### src/rtl/pll_search_pkg.sv
package pll_search_pkg;
    typedef enum logic [2:0] {
        ST_IDLE,
        ST_LO,
        ST_HI,
        ST_FB,
        ST_ACH
    } search_state_e;
endpackage

### src/rtl/pll_seq_div.sv
module pll_seq_div #(
    parameter int W = 23
) (
    input  logic         clk,
    input  logic         rst_n,
    input  logic         go,
    input  logic [W-1:0] num,
    input  logic [W-1:0] den,
    output logic         done,
    output logic [W-1:0] quo
);
    localparam int CNT_W = $clog2(W + 1);

    typedef struct packed {
        logic             active;
        logic             done;
        logic [CNT_W-1:0] cnt;
        logic [W-1:0]     rem;
        logic [W-1:0]     quo;
        logic [W-1:0]     den;
        logic [W-1:0]     num;
    } div_state_t;

    div_state_t q, n;
    logic [W:0] trial;

    always_comb begin
        n     = q;
        n.done = 1'b0;
        trial = {q.rem, q.quo[W-1]};
        if (go) begin
            n.active = 1'b1;
            n.cnt    = CNT_W'(W);
            n.rem    = '0;
            n.quo    = num;
            n.den    = den;
            n.num    = num;
        end else if (q.active) begin
            if (trial >= {1'b0, q.den}) begin
                n.rem = W'(trial - {1'b0, q.den});
                n.quo = {q.quo[W-2:0], 1'b1};
            end else begin
                n.rem = trial[W-1:0];
                n.quo = {q.quo[W-2:0], 1'b0};
            end
            n.cnt = q.cnt - 1'b1;
            if (q.cnt == CNT_W'(1)) begin
                n.active = 1'b0;
                n.done   = 1'b1;
            end
        end
    end

    always_ff @(posedge clk or negedge rst_n) begin
        if (!rst_n) q <= '0;
        else        q <= n;
    end

    assign done = q.done;
    assign quo  = q.quo;


    quotient_floor_chk: assert property (@(posedge clk) disable iff (!rst_n)
        (q.done && q.den != '0) |->
            (({{W{1'b0}}, q.quo} * {{W{1'b0}}, q.den} <= {{W{1'b0}}, q.num}) &&
             ({{W{1'b0}}, q.quo} * {{W{1'b0}}, q.den} + {{W{1'b0}}, q.den} > {{W{1'b0}}, q.num})));
endmodule

### src/rtl/pll_cand_eval.sv
module pll_cand_eval #(
    parameter int PROD_W  = 23,
    parameter int ACH_W   = 15,
    parameter int FB_MIN  = 12,
    parameter int FB_MAX  = 511,
    parameter int FB_HOLE = 15
) (
    input  logic [PROD_W-1:0] fb_raw,
    input  logic [ACH_W-1:0]  ach,
    input  logic [ACH_W-1:0]  target,
    output logic              fb_ok,
    output logic [ACH_W-1:0]  err
);
    always_comb begin
        fb_ok = (fb_raw >= PROD_W'(FB_MIN)) && (fb_raw <= PROD_W'(FB_MAX))
             && (fb_raw != PROD_W'(FB_HOLE));
        err   = (ach >= target) ? (ach - target) : (target - ach);
    end
endmodule

### src/rtl/pll_div_search.sv
module pll_div_search
    import pll_search_pkg::*;
#(
    parameter int FIN_W    = 12,
    parameter int RATE_W   = 12,
    parameter int PDIV_W   = 10,
    parameter int FBDIV_W  = 9,
    parameter int MAX_LANE = 2500,
    parameter int IF_MIN   = 5,
    parameter int IF_MAX   = 40,
    parameter int FB_MIN   = 12,
    parameter int FB_MAX   = 511,
    parameter int FB_HOLE  = 15,
    localparam int ACH_W   = FBDIV_W + $clog2(IF_MAX + 1),
    localparam int OUT_W   = ACH_W - 1
) (
    input  logic              clk,
    input  logic              rst_n,
    input  logic              start,
    input  logic [FIN_W-1:0]  fin_mhz,
    input  logic [RATE_W-1:0] rate_mhz,
    output logic              busy,
    output logic              done,
    output logic              found,
    output logic [PDIV_W-1:0] prediv,
    output logic [FBDIV_W-1:0] fbdiv,
    output logic [OUT_W-1:0]  lane_rate
);
    localparam int FOUT_W  = RATE_W + 1;
    localparam int PROD_A  = FOUT_W + PDIV_W;
    localparam int PROD_B  = FBDIV_W + FIN_W;
    localparam int PROD_W  = (PROD_A > PROD_B) ? PROD_A : PROD_B;
    localparam int FOUT_CAP = 2 * MAX_LANE;

    typedef struct packed {
        search_state_e      st;
        logic [FIN_W-1:0]   fin;
        logic [FOUT_W-1:0]  fout;
        logic [PDIV_W-1:0]  p;
        logic [PDIV_W-1:0]  hi;
        logic [FBDIV_W-1:0] fb;
        logic [PDIV_W-1:0]  best_p;
        logic [FBDIV_W-1:0] best_fb;
        logic [ACH_W-1:0]   best_ach;
        logic [ACH_W-1:0]   best_err;
        logic               found;
        logic               done;
    } search_t;

    search_t q, n;

    logic              div_go, div_done;
    logic [PROD_W-1:0] div_num, div_den, div_quo;
    logic              fb_ok;
    logic [ACH_W-1:0]  cand_err;
    logic              step;
    logic [FOUT_W-1:0] fout_req;

    pll_seq_div #(.W(PROD_W)) u_div (
        .clk  (clk),
        .rst_n(rst_n),
        .go   (div_go),
        .num  (div_num),
        .den  (div_den),
        .done (div_done),
        .quo  (div_quo)
    );

    pll_cand_eval #(
        .PROD_W (PROD_W),
        .ACH_W  (ACH_W),
        .FB_MIN (FB_MIN),
        .FB_MAX (FB_MAX),
        .FB_HOLE(FB_HOLE)
    ) u_eval (
        .fb_raw(div_quo),
        .ach   (div_quo[ACH_W-1:0]),
        .target(ACH_W'(q.fout)),
        .fb_ok (fb_ok),
        .err   (cand_err)
    );

    always_comb begin
        n        = q;
        n.done   = 1'b0;
        div_go   = 1'b0;
        div_num  = '0;
        div_den  = '0;
        step     = 1'b0;
        fout_req = {rate_mhz, 1'b0};
        case (q.st)
            ST_IDLE: begin
                if (start) begin
                    n.fin      = fin_mhz;
                    n.fout     = (fout_req > FOUT_W'(FOUT_CAP)) ? FOUT_W'(FOUT_CAP) : fout_req;
                    n.best_p   = PDIV_W'(1);
                    n.best_fb  = FBDIV_W'(1);
                    n.best_ach = '0;
                    n.best_err = '1;
                    n.found    = 1'b0;
                    div_go     = 1'b1;
                    div_num    = PROD_W'(fin_mhz) + PROD_W'(IF_MAX - 1);
                    div_den    = PROD_W'(IF_MAX);
                    n.st       = ST_LO;
                end
            end
            ST_LO: begin
                if (div_done) begin
                    n.p     = (div_quo == '0) ? PDIV_W'(1) : div_quo[PDIV_W-1:0];
                    div_go  = 1'b1;
                    div_num = PROD_W'(q.fin);
                    div_den = PROD_W'(IF_MIN);
                    n.st    = ST_HI;
                end
            end
            ST_HI: begin
                if (div_done) begin
                    n.hi = div_quo[PDIV_W-1:0];
                    if (PROD_W'(q.p) > div_quo) begin
                        n.st   = ST_IDLE;
                        n.done = 1'b1;
                    end else begin
                        div_go  = 1'b1;
                        div_num = PROD_W'(q.fout) * PROD_W'(q.p);
                        div_den = PROD_W'(q.fin);
                        n.st    = ST_FB;
                    end
                end
            end
            ST_FB: begin
                if (div_done) begin
                    if (fb_ok) begin
                        n.fb    = div_quo[FBDIV_W-1:0];
                        div_go  = 1'b1;
                        div_num = PROD_W'(div_quo[FBDIV_W-1:0]) * PROD_W'(q.fin);
                        div_den = PROD_W'(q.p);
                        n.st    = ST_ACH;
                    end else begin
                        step = 1'b1;
                    end
                end
            end
            ST_ACH: begin
                if (div_done) begin
                    if (cand_err < q.best_err) begin
                        n.best_err = cand_err;
                        n.best_ach = div_quo[ACH_W-1:0];
                        n.best_p   = q.p;
                        n.best_fb  = q.fb;
                        n.found    = 1'b1;
                    end
                    step = 1'b1;
                end
            end
            default: n.st = ST_IDLE;
        endcase
        if (step) begin
            if (q.p == q.hi) begin
                n.st   = ST_IDLE;
                n.done = 1'b1;
            end else begin
                n.p     = q.p + 1'b1;
                div_go  = 1'b1;
                div_num = PROD_W'(q.fout) * PROD_W'(q.p + 1'b1);
                div_den = PROD_W'(q.fin);
                n.st    = ST_FB;
            end
        end
    end

    always_ff @(posedge clk or negedge rst_n) begin
        if (!rst_n) begin
            q         <= '0;
            q.st      <= ST_IDLE;
            q.best_p  <= PDIV_W'(1);
            q.best_fb <= FBDIV_W'(1);
        end else begin
            q <= n;
        end
    end

    assign busy      = (q.st != ST_IDLE);
    assign done      = q.done;
    assign found     = q.found;
    assign prediv    = q.best_p;
    assign fbdiv     = q.best_fb;
    assign lane_rate = q.best_ach[ACH_W-1:1];


    done_pulse_chk: assert property (@(posedge clk) disable iff (!rst_n)
        done |=> !done);

    start_ignored_chk: assert property (@(posedge clk) disable iff (!rst_n)
        (busy && start) |=> ($stable(q.fin) && $stable(q.fout)));

    no_cand_chk: assert property (@(posedge clk) disable iff (!rst_n)
        (done && !found) |-> (prediv == PDIV_W'(1) && fbdiv == FBDIV_W'(1) && lane_rate == '0));

    fb_range_chk: assert property (@(posedge clk) disable iff (!rst_n)
        (done && found) |-> (fbdiv >= FBDIV_W'(FB_MIN) && fbdiv <= FBDIV_W'(FB_MAX)
                             && fbdiv != FBDIV_W'(FB_HOLE)));

    prediv_nonzero_chk: assert property (@(posedge clk) disable iff (!rst_n)
        (q.st == ST_FB) |-> (q.p != '0));

    target_cap_chk: assert property (@(posedge clk) disable iff (!rst_n)
        busy |-> (q.fout <= FOUT_W'(FOUT_CAP)));
endmodule

### config.mk
export PLATFORM = sky130hd
export DESIGN_NAME = pll_div_search
export DESIGN_NICKNAME = d
export VERILOG_FILES = /design/src/rtl/pll_search_pkg.sv /design/src/rtl/pll_seq_div.sv /design/src/rtl/pll_cand_eval.sv /design/src/rtl/pll_div_search.sv
export SDC_FILE = /design/constraint.sdc
export NUM_CORES = 1
export LEC_CHECK = 0
export BUFFER_PORTS_ARGS = -buffer_cell sky130_fd_sc_hd__buf_2
export CORE_AREA = 4 4 199 201
export CTS_BUF_LIST = sky130_fd_sc_hd__clkbuf_16
export DETAILED_ROUTE_END_ITERATION = 12
export DIE_AREA = 0 0 203 205
export PLACE_DENSITY = 0.88
export SLEW_MARGIN = 20
export SYNTH_ARGS = -nofsm -noshare
export SYNTH_HDL_FRONTEND = slang
export SYNTH_SLANG_ARGS = --single-unit
### constraint.sdc
create_clock -name clk -period 6 [get_ports clk]
set_input_delay 0.3 -clock clk [delete_from_list [all_inputs] [get_ports clk]]
set_output_delay 0.3 -clock clk [all_outputs]
set_load 0.005 [all_outputs]
== After elaboration in Yosys (flattened, before gate mapping) ==
Cells that the tools add are included.

* Bits in registers: 184
* Input port bits: 27

* Add/sub/neg operators: 7
* Multiply operators: 3
* Order comparisons: 7
* Equal/unequal tests: 16
* Mux-type cells: 61
* Reduce and logical (&&, ||, !) cells: 12

{| class="wikitable"
|+ Operator list
! kind !! number
|-
| one-hot mux 23 bit (4 select lines) || 2
|-
| 2-to-1 mux 50 bit || 3
|-
| 2-to-1 mux 23 bit || 6
|-
| one-hot mux 50 bit (2 select lines) || 1
|-
| 2-to-1 mux 10 bit || 7
|-
| 2-to-1 mux 53 bit || 1
|-
| 2-to-1 mux 51 bit || 1
|-
| 2-to-1 mux 46 bit || 1
|-
| 2-to-1 mux 21 bit || 2
|-
| 2-to-1 mux 12 bit || 3
|-
| 2-to-1 mux 28 bit || 1
|-
| 2-to-1 mux 13 bit || 2
|-
| greater-or-equal comparator 24 x 23 -> 1 bit || 1
|-
| greater-or-equal comparator 23 x 4 -> 1 bit, second input constant || 1
|-
| greater-than comparator 10 x 23 -> 1 bit || 1
|-
| less-or-equal comparator 23 x 9 -> 1 bit, second input constant || 1
|-
| zero test 23 bit || 1
|-
| multiplier 13 x 10 -> 23 bit || 1
|-
| multiplier 13 x 11 -> 23 bit || 1
|-
| != test 23 x 4 -> 1 bit, second input constant || 1
|-
| subtractor 23 bit || 1
|-
| multiplier 9 x 12 -> 21 bit || 1
|-
| 2-to-1 mux 3 bit || 6
|-
| 2-to-1 mux 1 bit || 17
|-
| other kinds (32) || 43
|}

== Logic depth before layout (Yosys ltp) ==
* Word-level depth: 9
* Gate-level depth with buffers: 27
* Gate-level depth less buffers: 25

== Modules after synthesis ==
From an unflattened synthesis, not the netlist that was laid out.

* Cell total of the unflattened synthesis: 2,846
* Area, all modules: 24,285.8 um2

{| class="wikitable"
|+ Modules (own cells, without submodules)
! module !! times used !! cells an instance !! area each (um2) !! seq. area each (um2)
|-
| pll_div_search || 1 || 2,038 || 17,606.9 || 2,655.0
|-
| pll_seq_div || 1 || 584 || 5,119.9 || 1,901.8
|-
| pll_cand_eval || 1 || 224 || 1,559.0 || 0.0
|}

== Worst setup path before layout ==
OpenSTA, ideal clock, no wires.

* Path kind: register to register
* From: reg q[72] (netlist bit)
* To: reg u_div.q (netlist bit u_div.quo[20])
* Data arrival time: 6.504 ns
* Required time: 5.864 ns
* Slack: -0.641 ns
* Cell stages (with the launch flop): 27
* Path buffers: 2
* Cells stage by stage: dfrtp_1 -> clkbuf_1 -> and3_1 -> and3_1 -> clkbuf_1 -> nand3_1 -> xor2_1 -> nor2_1 -> fa_1 -> inv_1 -> fa_1 -> fa_1 -> inv_1 -> fa_1 -> inv_1 -> fa_1 -> inv_1 -> ha_1 -> a21o_1 -> a21o_1 -> a21oi_1 -> nor2b_1 -> a221oi_1 -> o41a_1 -> xor2_1 -> a221oi_1 -> o21ai_0

* Word-level cells in the longest chain between the ends: 7
* Elaborated cells between the ends (all ways): 17

{| class="wikitable"
|+ RTL lines
! item !! line !! text
|-
| start, declared || pll_div_search.sv:50 || <nowiki>search_t q, n;</nowiki>
|-
| start signal, assigned || pll_div_search.sv:178 || <nowiki>q <= n;</nowiki>
|-
| parallel branches: the longest is 7 deep, another holds multiplier 13 x 11 -> 23 bit || n/a ||
|-
| end signal, assigned || pll_seq_div.sv:56 || <nowiki>else q <= n;</nowiki>
|-
| end, declared || pll_seq_div.sv:24 || <nowiki>div_state_t q, n;</nowiki>
|}

Several ways; the timed one is not identified.
A chain may end at the register's enable or synchronous reset.

== Final worst setup path ==
* From: reg q[73] (netlist bit)
* To: reg u_div.q (netlist bit u_div.quo[20])

Same word-level chain as after synthesis.

==> impl_metrics.json <==
{
  "status": "finished, violations left",
  "violations": "negative setup slack",
  "yosysUniqueCellTypes": 74,
  "die_w_um": 203,
  "clockRootBuffer": "clkbuf_16",
  "grt_pass1_vias": 19639,
  "vias": 19047,
  "max_freq_mhz": 164,
  "initial_core_util": 0.588,
  "worstRegToRegCells": 25,
  "power_leakage_nw": 12.7,
  "ir_worst_vdd_uv": 434,
  "area_delta_synth_final_pct": 10.3,
  "coreArea_um2": 37600,
  "clock-sinks": 171,
  "antenna_cells": 0,
  "wirelength_um": 65200,
  "worst_pin_slew_ns": 1.17,
  "final_common_cell": "nand2_1",
  "final_util": 0.648,
  "synth_area_per_cell_um2": 8.55,
  "hold_path_depth": 3,
  "route.detailed.drc": 0,
  "skew_ns": 0.0119,
  "cp_common_cell": "fa_1",
  "io_buffers": 62,
  "maxSlewHeadroom": 0.217,
  "layout-drive-gt1-share": 0.119,
  "post_drt_wl_per_cell_um": 20.7,
  "fin_cells": 3147,
  "min_to": "q[101]",
  "yosys-top-cells-area": "fa_1 (22%), dfrtp_1 (19%), ha_1 (12%), nand2_1 (6.7%), inv_1 (6.4%)",
  "r2r_setup_slack_ns": -0.08,
  "min_from": "fin_mhz[8]",
  "gp_congestion": 1.00,
  "track_usage": 0.317,
  "comb_power_share": 0.763,
  "whs_ns": 0.0765,
  "synth_top_area_frac": 0.217,
  "dieHeight_um": 205,
  "cpPeakStageDelay_ns": 0.55,
  "slew_viol_final": 0,
  "arrival_ns": 6.38,
  "crit_path_max_fanout": 19,
  "cap_viol_max_count": 0,
  "ys_seq_area_frac": 0.194,
  "drt_iter0_markers": 1726,
  "path_class": "register to register",
  "clock_latency_ns": 0.46,
  "setup_slack_ns": -0.0821,
  "finalPower_mw": 13.9,
  "critPathLaunch": "q[73]",
  "avgViaCountPerCell": 6.05,
  "cts_made_buffers": 17,
  "period_share": 1.01,
  "grt_max_degree": 94,
  "synth-seq-cells": 171,
  "cts_tree": "yes",
  "overflow": 0,
  "layout_common_cells": "nand2_1 (387), inv_1 (370), fa_1 (237)",
  "finalHoldViolCount": 0,
  "io-pin-count": 63,
  "internal_power_mw": 6.41,
  "yosysWarnings": 0,
  "power_density_nw_per_um2": 571,
  "antenna_found_initial": 1,
  "setup_viol": 1,
  "cts_buffer_depth": 2,
  "die-area_um2": 41600,
  "fillCellCount": 2944,
  "slowest_stage": "fa_1",
  "ant_nets": 0,
  "seq_power_share": 0.154,
  "syn_nets": 3071,
  "async_flop_share": 1.00,
  "required_ns": 6.30,
  "place_hpwl_um": 49600,
  "p_switching_mw": 7.50,
  "dr.pass1.iters": 6,
  "startpoint_type": "register",
  "post-place-ws_ns": -0.224,
  "hold_path_class": "input port to register",
  "r2r-end": "u_div.quo[20]",
  "cts_max_level": 4,
  "grt_setup_unrepaired": "yes",
  "grt_pass1_wl_um": 105000,
  "syn_inst": 2584,
  "rows": 71,
  "synth_area_um2": 22100,
  "reg2reg_from": "q[73]",
  "synth-main-ff-cell": "dfrtp_1",
  "p_clk_frac": 0.083,
  "synth_edf_count": 0,
  "min_period_ns": 6.08,
  "final_nets": 3110,
  "worstSetupEndpointType": "register",
  "sw_frac_of_total": 0.539,
  "clkTransAtPathRegs_ns": 0.08,
  "dp_cells": 3106,
  "yosysTopAreaCell": "fa_1"
}
worst max path at each step:
| stage | end | slack [ns] | cells after the start |
|---|---|---|---|
| finish | u_div.quo[20] | -0.08 | 25 |
| floorplan | u_div.quo[20] | -0.06 | 26 |
| global placement | u_div.quo[20] | -0.04 | 23 |
| CTS | u_div.quo[20] | -0.08 | 24 |
| detailed placement | u_div.quo[20] | -0.22 | 23 |
| global route | u_div.quo[20] | -0.33 | 24 |
cells by family after synthesis:
| kind of cell | share of synthesized area |
|---|---|
| simple gates | 0.164 |
| buf+inv | 0.101 |
| compound gates | 0.135 |
| fa+ha+maj | 0.342 |
| flops | 0.194 |
| xor+xnor | 0.0440 |
| mux | 0.0204 |
synthesized netlist by cell type, drive strengths merged (4+ instances only):
library cell    n
a2111oi         4
a211o           7
a211oi         14
a21boi          5
a21o           44
a21oi         109
a221o           6
a221oi         15
a22oi          14
a2bb2oi         5
a31oi          11
and2          130
and3           18
buf            41
clkbuf        139
dfrtp         169
fa            240
ha            220
inv           378
mux2           13
mux2i          30
nand2         393
nand2b         17
nand3          20
nand3b          4
nand4          12
nor2           94
nor2b          10
nor3           35
nor4           17
o211a           8
o211ai          5
o21a            9
o21ai         136
o21bai         14
o221ai          6
o22ai          12
o31a            6
o31ai          16
or3            11
xnor2          64
xor2           47
state kept, by name, summed over array words and instances (netlist names):
name and cells:
prediv 10, u_div.done 1, q 71, done 1, u_div.q 41, u_div.quo 23, lane_rate 14, fbdiv 9
found 1
cell type report:
class | count | area, um2 | area share
clock inverters | 15 | 154 | 0.00632
flip-flops and latches | 171 | 4290 | 0.176
inverters | 379 | 1420 | 0.0584
clock buffers | 17 | 425 | 0.0175
repair buffers | 200 | 1490 | 0.0611
multi-input cells | 1854 | 15900 | 0.654
well taps | 511 | 639 | 0.0262
metal layers:
metal | global-route usage | vias to the layer above | routed length, um
met3 | 0.0902 | 299 | 7260
met4 | 0.144 | 2 | 3620
li1 | - | 8430 | -
met1 | 0.398 | 9248 | 24400
met2 | 0.511 | 1068 | 29800
met5 | 0 | - | 13
power groups by stage:
| stage | Sequential (mW) | Clock (mW) | Combinational (mW) |
|---|---|---|---|
| CTS | 2.10 | 1.15 | 10.3 |
| finish | 2.15 | 1.15 | 10.6 |
| global placement | 2.09 | 0 | 9.72 |
| floorplan | 1.70 | 0 | 7.16 |
| detailed placement | 2.11 | 0 | 10.0 |
| global route | 2.17 | 1.20 | 11.7 |
critical path: cells and delay by family (launching register included):
kind | cells | cell delay, ns
flops | 1 | 0.37
buf+inv | 7 | 0.69
xor+xnor | 2 | 0.35
simple gates | 3 | 0.38
fa+ha+maj | 6 | 2.81
compound gates | 7 | 1.30
repair_timing:
action / 4_1_cts / 5_1_grt
buffers inserted: 3 / 5
cloned: 1 / 0
hold buffers: 1 / 0
setup endpoints to repair: 6 / 12
pin swaps: 7 / 12
endpoints found under the hold margin: 47 / 0
gates resized for setup: 9 / 33
per-stage QoR:
stage	cell area [um2]	TNS [ns]
floorplan	22400	-0.0735
global placement	23600	-0.0459
detailed placement	23600	-0.449
CTS	24200	-0.0819
global route	24400	-1.47
finish	24400	-0.0821
No activity file was read; power rests on OpenSTA's default activity.
